<file path="config.mk">
export PLATFORM = sky130hd
export DESIGN_NAME = tag_cache2w
export DESIGN_NICKNAME = d
export VERILOG_FILES = /design/src/rtl/tag_cache2w.sv
export SDC_FILE = /design/constraint.sdc
export NUM_CORES = 1
export LEC_CHECK = 0
export CORE_MARGIN = 3
export CORE_UTILIZATION = 50
export DETAILED_ROUTE_END_ITERATION = 6
export PLACE_DENSITY = 0.7
export SLEW_MARGIN = 5
export SYNTH_ARGS = -nofsm -noshare
export SYNTH_HDL_FRONTEND = slang
export SYNTH_SLANG_ARGS = --single-unit
</file>
<file path="constraint.sdc">
create_clock -name clk -period 9.18 [get_ports clk]
set_input_delay 0.918 -clock clk [delete_from_list [all_inputs] [get_ports clk]]
set_output_delay 0.918 -clock clk [all_outputs]
set_load 0.1 [all_outputs]
</file>
<file path="src/rtl/tag_cache2w.sv">
module tag_cache2w #(
  parameter int ADDR_W      = 32,
  parameter int LINE_BYTES  = 8,
  parameter int NUM_SETS    = 8,
  parameter int HIT_CYCLES  = 1,
  parameter int MISS_CYCLES = 50,
  parameter int CNT_W       = 32
) (
  input  logic              clk,
  input  logic              rst_n,
  input  logic              ref_valid,
  output logic              ref_ready,
  input  logic [1:0]        ref_op,
  input  logic [ADDR_W-1:0] ref_addr,
  output logic              res_valid,
  output logic              res_hit,
  output logic              res_miss,
  output logic              res_wb,
  output logic              done,
  output logic [CNT_W-1:0]  cnt_refs,
  output logic [CNT_W-1:0]  cnt_hits,
  output logic [CNT_W-1:0]  cnt_rd_hits,
  output logic [CNT_W-1:0]  cnt_wr_hits,
  output logic [CNT_W-1:0]  cnt_wb,
  output logic [CNT_W-1:0]  cnt_cycles
);
  localparam int OFF_W = $clog2(LINE_BYTES);
  localparam int IDX_W = $clog2(NUM_SETS);
  localparam int TAG_W = ADDR_W - OFF_W - IDX_W;

  logic [NUM_SETS-1:0] vld [2];
  logic [NUM_SETS-1:0] dty [2];
  logic [NUM_SETS-1:0] lru;
  logic [TAG_W-1:0]    tags [2][NUM_SETS];

  logic             fire, is_rd, is_wr, is_end, is_acc;
  logic [IDX_W-1:0] idx;
  logic [TAG_W-1:0] tag;
  logic             hit0, hit1, hit, victim, way, wb_need;

  assign ref_ready = !done;
  assign fire      = ref_valid && ref_ready;
  assign is_rd     = ref_op == 2'd1;
  assign is_wr     = ref_op == 2'd2;
  assign is_end    = ref_op == 2'd0 && ref_addr == '0;
  assign is_acc    = fire && (is_rd || is_wr);
  assign idx       = ref_addr[OFF_W +: IDX_W];
  assign tag       = ref_addr[ADDR_W-1 -: TAG_W];

  assign hit0    = vld[0][idx] && tags[0][idx] == tag;
  assign hit1    = vld[1][idx] && tags[1][idx] == tag;
  assign hit     = hit0 || hit1;
  assign victim  = !vld[0][idx] ? 1'b0 : (!vld[1][idx] ? 1'b1 : lru[idx]);
  assign way     = hit ? hit1 : victim;
  assign wb_need = !hit && vld[victim][idx] && dty[victim][idx];

  always_ff @(posedge clk) begin
    if (is_acc && !hit) tags[victim][idx] <= tag;
  end

  always_ff @(posedge clk) begin
    if (!rst_n) begin
      vld[0] <= '0; vld[1] <= '0;
      dty[0] <= '0; dty[1] <= '0;
      lru <= '0;
      done <= 1'b0;
      res_valid <= 1'b0; res_hit <= 1'b0; res_miss <= 1'b0; res_wb <= 1'b0;
      cnt_refs <= '0; cnt_hits <= '0; cnt_rd_hits <= '0;
      cnt_wr_hits <= '0; cnt_wb <= '0; cnt_cycles <= '0;
    end else begin
      res_valid <= is_acc;
      res_hit   <= is_acc && hit;
      res_miss  <= is_acc && !hit;
      res_wb    <= is_acc && wb_need;
      if (fire && is_end) done <= 1'b1;
      if (is_acc) begin
        lru[idx]      <= ~way;
        vld[way][idx] <= 1'b1;
        dty[way][idx] <= is_wr || (hit && dty[way][idx]);
        cnt_refs      <= cnt_refs + 1'b1;
        cnt_cycles    <= cnt_cycles + CNT_W'(hit ? HIT_CYCLES : MISS_CYCLES);
        if (hit) begin
          cnt_hits <= cnt_hits + 1'b1;
          if (is_rd) cnt_rd_hits <= cnt_rd_hits + 1'b1;
          else       cnt_wr_hits <= cnt_wr_hits + 1'b1;
        end
        if (wb_need) cnt_wb <= cnt_wb + 1'b1;
      end
    end
  end
endmodule

</file>
## Word-level counts from Yosys, hierarchy flattened

Memories as Yosys holds them, arrays and structs flattened.
Cells that the tools add are included.

| cells by class | value |
|---|---|
| add/subtract/negate cells | 6 |
| multiply operators | 0 |
| divide/modulo/power cells | 0 |
| order comparisons | 4 |
| equality and inequality tests | 4 |
| shift-type cells | 0 |
| mux-type cells | 39 |
| bitwise logic cells | 3 |
| reduce and logical (&&, ||, !) cells | 27 |

Operators by type and width:

| operator | count |
|---|---|
| two-way mux 208 bit | 1 |
| adder 32 x 1 -> 32 bit, second input constant | 5 |
| binary-select mux 26 bit (select 3 bit) | 2 |
| two-way mux 26 bit | 5 |
| demux 26 bit (select 3 bit) | 1 |
| == test 26 bit | 2 |
| two-way mux 8 bit | 5 |
| adder 32 x 6 -> 32 bit | 1 |
| logical NOT 32 bit | 1 |
| binary-select mux 1 bit (select 3 bit) | 6 |
| two-way mux 1 bit | 16 |
| OR reduction 8 bit | 2 |
| logical AND 1 bit | 14 |
| bitwise mux 8 bit | 1 |
| two-way mux 6 bit | 1 |
| AND reduction 3 bit | 2 |
| greater-or-equal comparator 4 bit, second input constant | 1 |
| < comparator 3 x 4 -> 1 bit, second input constant | 1 |
| < comparator 4 x 1 -> 1 bit, second input constant | 1 |
| NOT 3 -> 4 bit | 1 |
| AND reduction 2 bit | 2 |
| demux 1 bit (select 3 bit) | 1 |
| greater-or-equal comparator 3 x 1 -> 1 bit, second input constant | 1 |
| logical OR 1 bit | 3 |
| other kinds (5) | 7 |

| storage, ports and cells | value |
|---|---|
| register bits after elaboration | 205 |
| bits in latches | 0 |
| memory bits (writable) | 448 |
| bits in read-only memories | 0 |
| input bits | 37 |
| output and inout port bits | 198 |
| word-level logic and storage cells | 98 |
| memories kept | 3 |

Memory list:

| name | words | width | rd ports | clocked after memory_dff | wr ports | RTL line | RTL |
|---|---|---|---|---|---|---|---|
| tags | 2 | 208 | 2 | 0 | 1 | 34 | `logic [TAG_W-1:0] tags [2][NUM_SETS];` |
| dty | 2 | 8 | 2 | 0 | 2 | 32 | `logic [NUM_SETS-1:0] dty [2];` |
| vld | 2 | 8 | 3 | 0 | 2 | 31 | `logic [NUM_SETS-1:0] vld [2];` |

## Longest topological paths before layout

An unclocked memory read counts as a cell.

| depth | value |
|---|---|
| word-level depth | 14 |
| gate-level depth with buffers | 24 |
| gate-level depth less buffers | 19 |

## Least setup slack after synthesis

OpenSTA, ideal clock, no wires.

| timing | value |
|---|---|
| kind | input to register |
| start point | input port ref_addr[4] |
| end point | register cnt_cycles[27] |
| library setup time | 0.067 ns |
| arrival time | 5.712 ns |
| data required time | 9.113 ns |
| slack | 3.401 ns |
| stages on the path | 22 |
| path buffers | 3 |
| path through | buf_2 -> nor2b_1 -> buf_2 -> a22oi_1 -> and3b_1 -> or4_1 -> or4_1 -> nor4_2 -> or2_2 -> clkbuf_1 -> inv_1 -> ha_1 -> a21oi_1 -> nor2b_1 -> a31o_2 -> a21oi_1 -> nor4_1 -> nand3_1 -> nor2_1 -> nand3_1 -> xor2_1 -> nor2_1 |

| between the ends | value |
|---|---|
| word-level cells in the longest chain between the ends | 9 |
| elaborated cells between the ends (all ways) | 18 |
| those cells by class | 1 x add/sub; 2 x eq/ne; 11 x mux; 1 x bitwise; 3 x reduce/logical |

Ends and longest elaborated chain:

| element | RTL line | RTL |
|---|---|---|
| from (decl) | 14 | `input logic [ADDR_W-1:0] ref_addr,` |
| NOT 3 -> 4 bit (implied by the code) | 50, 51 |  |
| binary-select mux 26 bit (select 3 bit), on equally long branches | 50, 51 |  |
| two-way mux 26 bit, on equally long branches (2 in series) | 50, 51 |  |
| == test 26 bit, on equally long branches | 50, 51 |  |
| logical AND 1 bit, on equally long branches | 50, 51 |  |
| logical OR 1 bit * | 52 | `assign hit = hit0 \|\| hit1;` |
| two-way mux 6 bit * | 81 | `cnt_cycles <= cnt_cycles + CNT_W'(hit ? HIT_CYCLES : MISS_CYCLES);` |
| adder 32 x 6 -> 32 bit * | 81 |  |
| to (signal assigned) | 81 |  |
| to (decl) | 25 | `output logic [CNT_W-1:0] cnt_cycles` |

Every way passes the cells marked *; elsewhere a longest branch is shown, timed or not. The select of a mux whose other input is x is not followed.
A chain may end at the register's enable or synchronous reset.

## Final worst setup path

| timing | value |
|---|---|
| start point | input port ref_addr[4] |
| end point | register cnt_cycles[31] |

The elaborated chain is that of the path after synthesis.

==> impl_metrics.py <==
metrics = {
    "sta": {
        "hold_viol": 0,
        "finalWorstSetupSlack_ns": 2.368,
        "setup_violations": 0,
        "fmax_mhz": 146.8,
        "drv_slew": 0,
        "finClkSkew_ns": 0.03133,
        "worst_pin_slew_ns": 1.196,
        "holdWs_ns": 0.4619,
        "fin_crit_sh": 0.7420,
        "relSlewSlack": 0.2005,
        "fin_crit_ns": 6.812,
        "rsz0062_at_grt": "false",
        "fin_setup_tns_ns": 0,
    },
    "global_route": {
        "grt_pass1_wl_um": 110800,
        "grt_overflow": 0,
        "grt_pass1_vias": 18460,
        "antenna_found_initial": 2,
        "grt_use_total": 0.2418,
        "grt_max_degree": 103,
    },
    "drt": {
        "drc": 0,
        "drt_iter0_markers": 1958,
        "via_per_inst": 5.949,
        "route.vias.total": 19350,
        "antenna_left": 0,
        "wirelength_um": 72760,
        "routedWlPerCell_um": 22.37,
        "firstDrtPassIters": 5,
    },
    "yosys": {
        "netlist_instances": 2226,
        "synth.area.top_cells": "edfxtp_1, dfxtp_1, mux2i_1",
        "syn_area_sq_um": 28040,
        "synth_cell_type_count": 81,
        "synth-async-reset-ratio": 0,
        "ys.flop_type": "edfxtp_1",
        "ys_top_cells_by_count": "edfxtp_1, dfxtp_1, nand2_1",
        "syn-num-nets": 2276,
        "synth_seq_cells": 653,
        "synth_most_common_cell": "edfxtp_1",
        "yosysSeqAreaShare": 0.6205,
        "synth_top_area_frac": 0.4627,
        "synth_warnings": 0,
        "syn_avg_cell_area_sq_um": 12.60,
        "synth-edff-count": 432,
        "yosysTopAreaCell": "edfxtp_1",
    },
    "cts": {
        "cts-resized-gates": 0,
        "path_clk_slew_ns": 0.06,
        "clock_sinks": 653,
        "cts-root-buf": "clkbuf_16",
        "tritoncts": "yes",
        "h-tree-depth": 3,
        "cts_setup_buffers": 0,
        "insertion_delay_ns": 0.61,
        "postCtsHoldBufs": 0,
        "numCtsBuffers": 69,
        "max-clock-path-buffers": 3,
    },
    "critical_path": {
        "worstSetupStartpointType": "input port",
        "worstPathMaxFanout": 35,
        "end_kind": "flop",
        "worstSetupPathType": "input port to flop",
        "arrival_ns": 7.26,
        "cp.required_ns": 9.62,
    },
    "power": {
        "power_mw": 6.306,
        "power_leakage_nw": 11.12,
        "max-vdd-ir-drop_mv": 0.1768,
        "p_per_area_nw_per_um2": 189.1,
    },
    "floorplanning": {
        "die_x_um": 242.8,
        "start_util": 0.5069,
        "core-area_sq_um": 55310,
        "pin_count": 235,
        "dieArea_sq_um": 58950,
        "die_h_um": 242.8,
        "placementRows": 86,
    },
    "final_layout": {
        "final-seq-area_sq_um": 17400,
        "layout.nets": 2499,
        "nFillCells": 4383,
        "drive_gt1_frac": 0.09509,
        "area_growth_pct": 18.93,
        "multi_input_area_sq_um": 10040,
    },
    "place": {
        "io_buffers": 234,
        "pre_cts_slack_ns": 1.791,
        "dp_hpwl_um": 46620,
        "routabilityCongestion": 0.8319,
    },
    "run_status": {
        "status": "finished, final reports clean",
    },
    "hold_path": {
        "hp-class": "flop to flop",
    },
    "run": {
        "drv_cap": 0,
    },
}
worst paths after layout:
path	startpoint	end	slack [ns]	depth (start not counted)
hold reg to reg	lru[4]	lru[4]	0.46	2
hold / removal	lru[4]	lru[4]	0.46	2
setup reg to reg	tags[0][96]	cnt_cycles[31]	3.31	20
setup / recovery	ref_addr[4]	cnt_cycles[31]	2.37	21
sequential cells by signal, summed over array words and instances (netlist names):
signal       flops
res_valid        1
cnt_cycles      32
res_miss         1
cnt_wr_hits     32
res_hit          1
cnt_hits        32
tags           416
cnt_wb          32
cnt_refs        32
cnt_rd_hits     32
done             1
res_wb           1
dty             16
vld             16
lru              8
routing by layer:
layer  up-vias  track usage  share of wire
met1      9506       0.3266           0.41
met2       862       0.3882           0.47
met4         2       0.1002          0.042
met3       177      0.04419          0.081
li1       8800            -              -
met5         -            0        0.00016
cells in the final DEF, fill, tap and decap left out, types with 51 or more instances in the layout:
cell type and count:
clkdlybuf4s50_1 230, xnor2_1 71, edfxtp_1 432, dfxtp_1 221, xor2_1 51, nor2_1 160
a21oi_1 57, nand2_1 197, nor3_1 52, nand3_1 74, mux2i_1 146, clkbuf_16 70
area by class of cell:
| class | count | share of cell area |
|---|---|---|
| inverter | 41 | 0.004690 |
| clock inverter | 34 | 0.01081 |
| sequential | 653 | 0.5217 |
| clock buffer | 91 | 0.05700 |
| tap | 748 | 0.02807 |
| timing repair buffer | 260 | 0.07640 |
| antenna | 1 | 0.00007505 |
| multi-input combinational | 1424 | 0.3012 |
report_power, final:
| part | internal [mW] | switching (mW) |
|---|---|---|
| Clock | 1.64 | 1.14 |
| Sequential | 3.15 | 0.0103 |
| Combinational | 0.120 | 0.247 |
critical path, cell delays in order:
cell	delay [ns]
buf_4	0.50
nor2b_1	0.99
a22oi_1	0.20
and3b_1	0.25
or4_1	0.48
or4_1	0.42
nor4_2	0.33
buf_4	0.22
or2_2	0.19
inv_1	0.15
ha_1	0.31
a21oi_1	0.06
nor2b_1	0.16
a31o_2	0.19
a21oi_1	0.13
nor4_1	0.75
nand3_1	0.32
nor2_1	0.31
nand3_1	0.14
xor2_1	0.15
nor2_1	0.05
kinds of logic after synthesis:
family	count (synthesis)	share of synthesized area
and+or+nand+nor	799	0.1439
AOI/OAI and AO/OA	277	0.06694
muxes	213	0.09871
DFF	653	0.6205
xor gates and xnor gates	122	0.03811
adders and majority gates	13	0.006069
buffers and inverters	149	0.02575
stage by stage:
step,area (sq um),util,cells
finish,33340,0.6029,3252
detailed placement,31080,0.5620,3126
CTS,33340,0.6028,3251
global placement,31080,0.5620,3126
floorplan,28040,-,2226
global route,33340,0.6029,3252
Note: power is estimated with default switching activity, not from simulation.
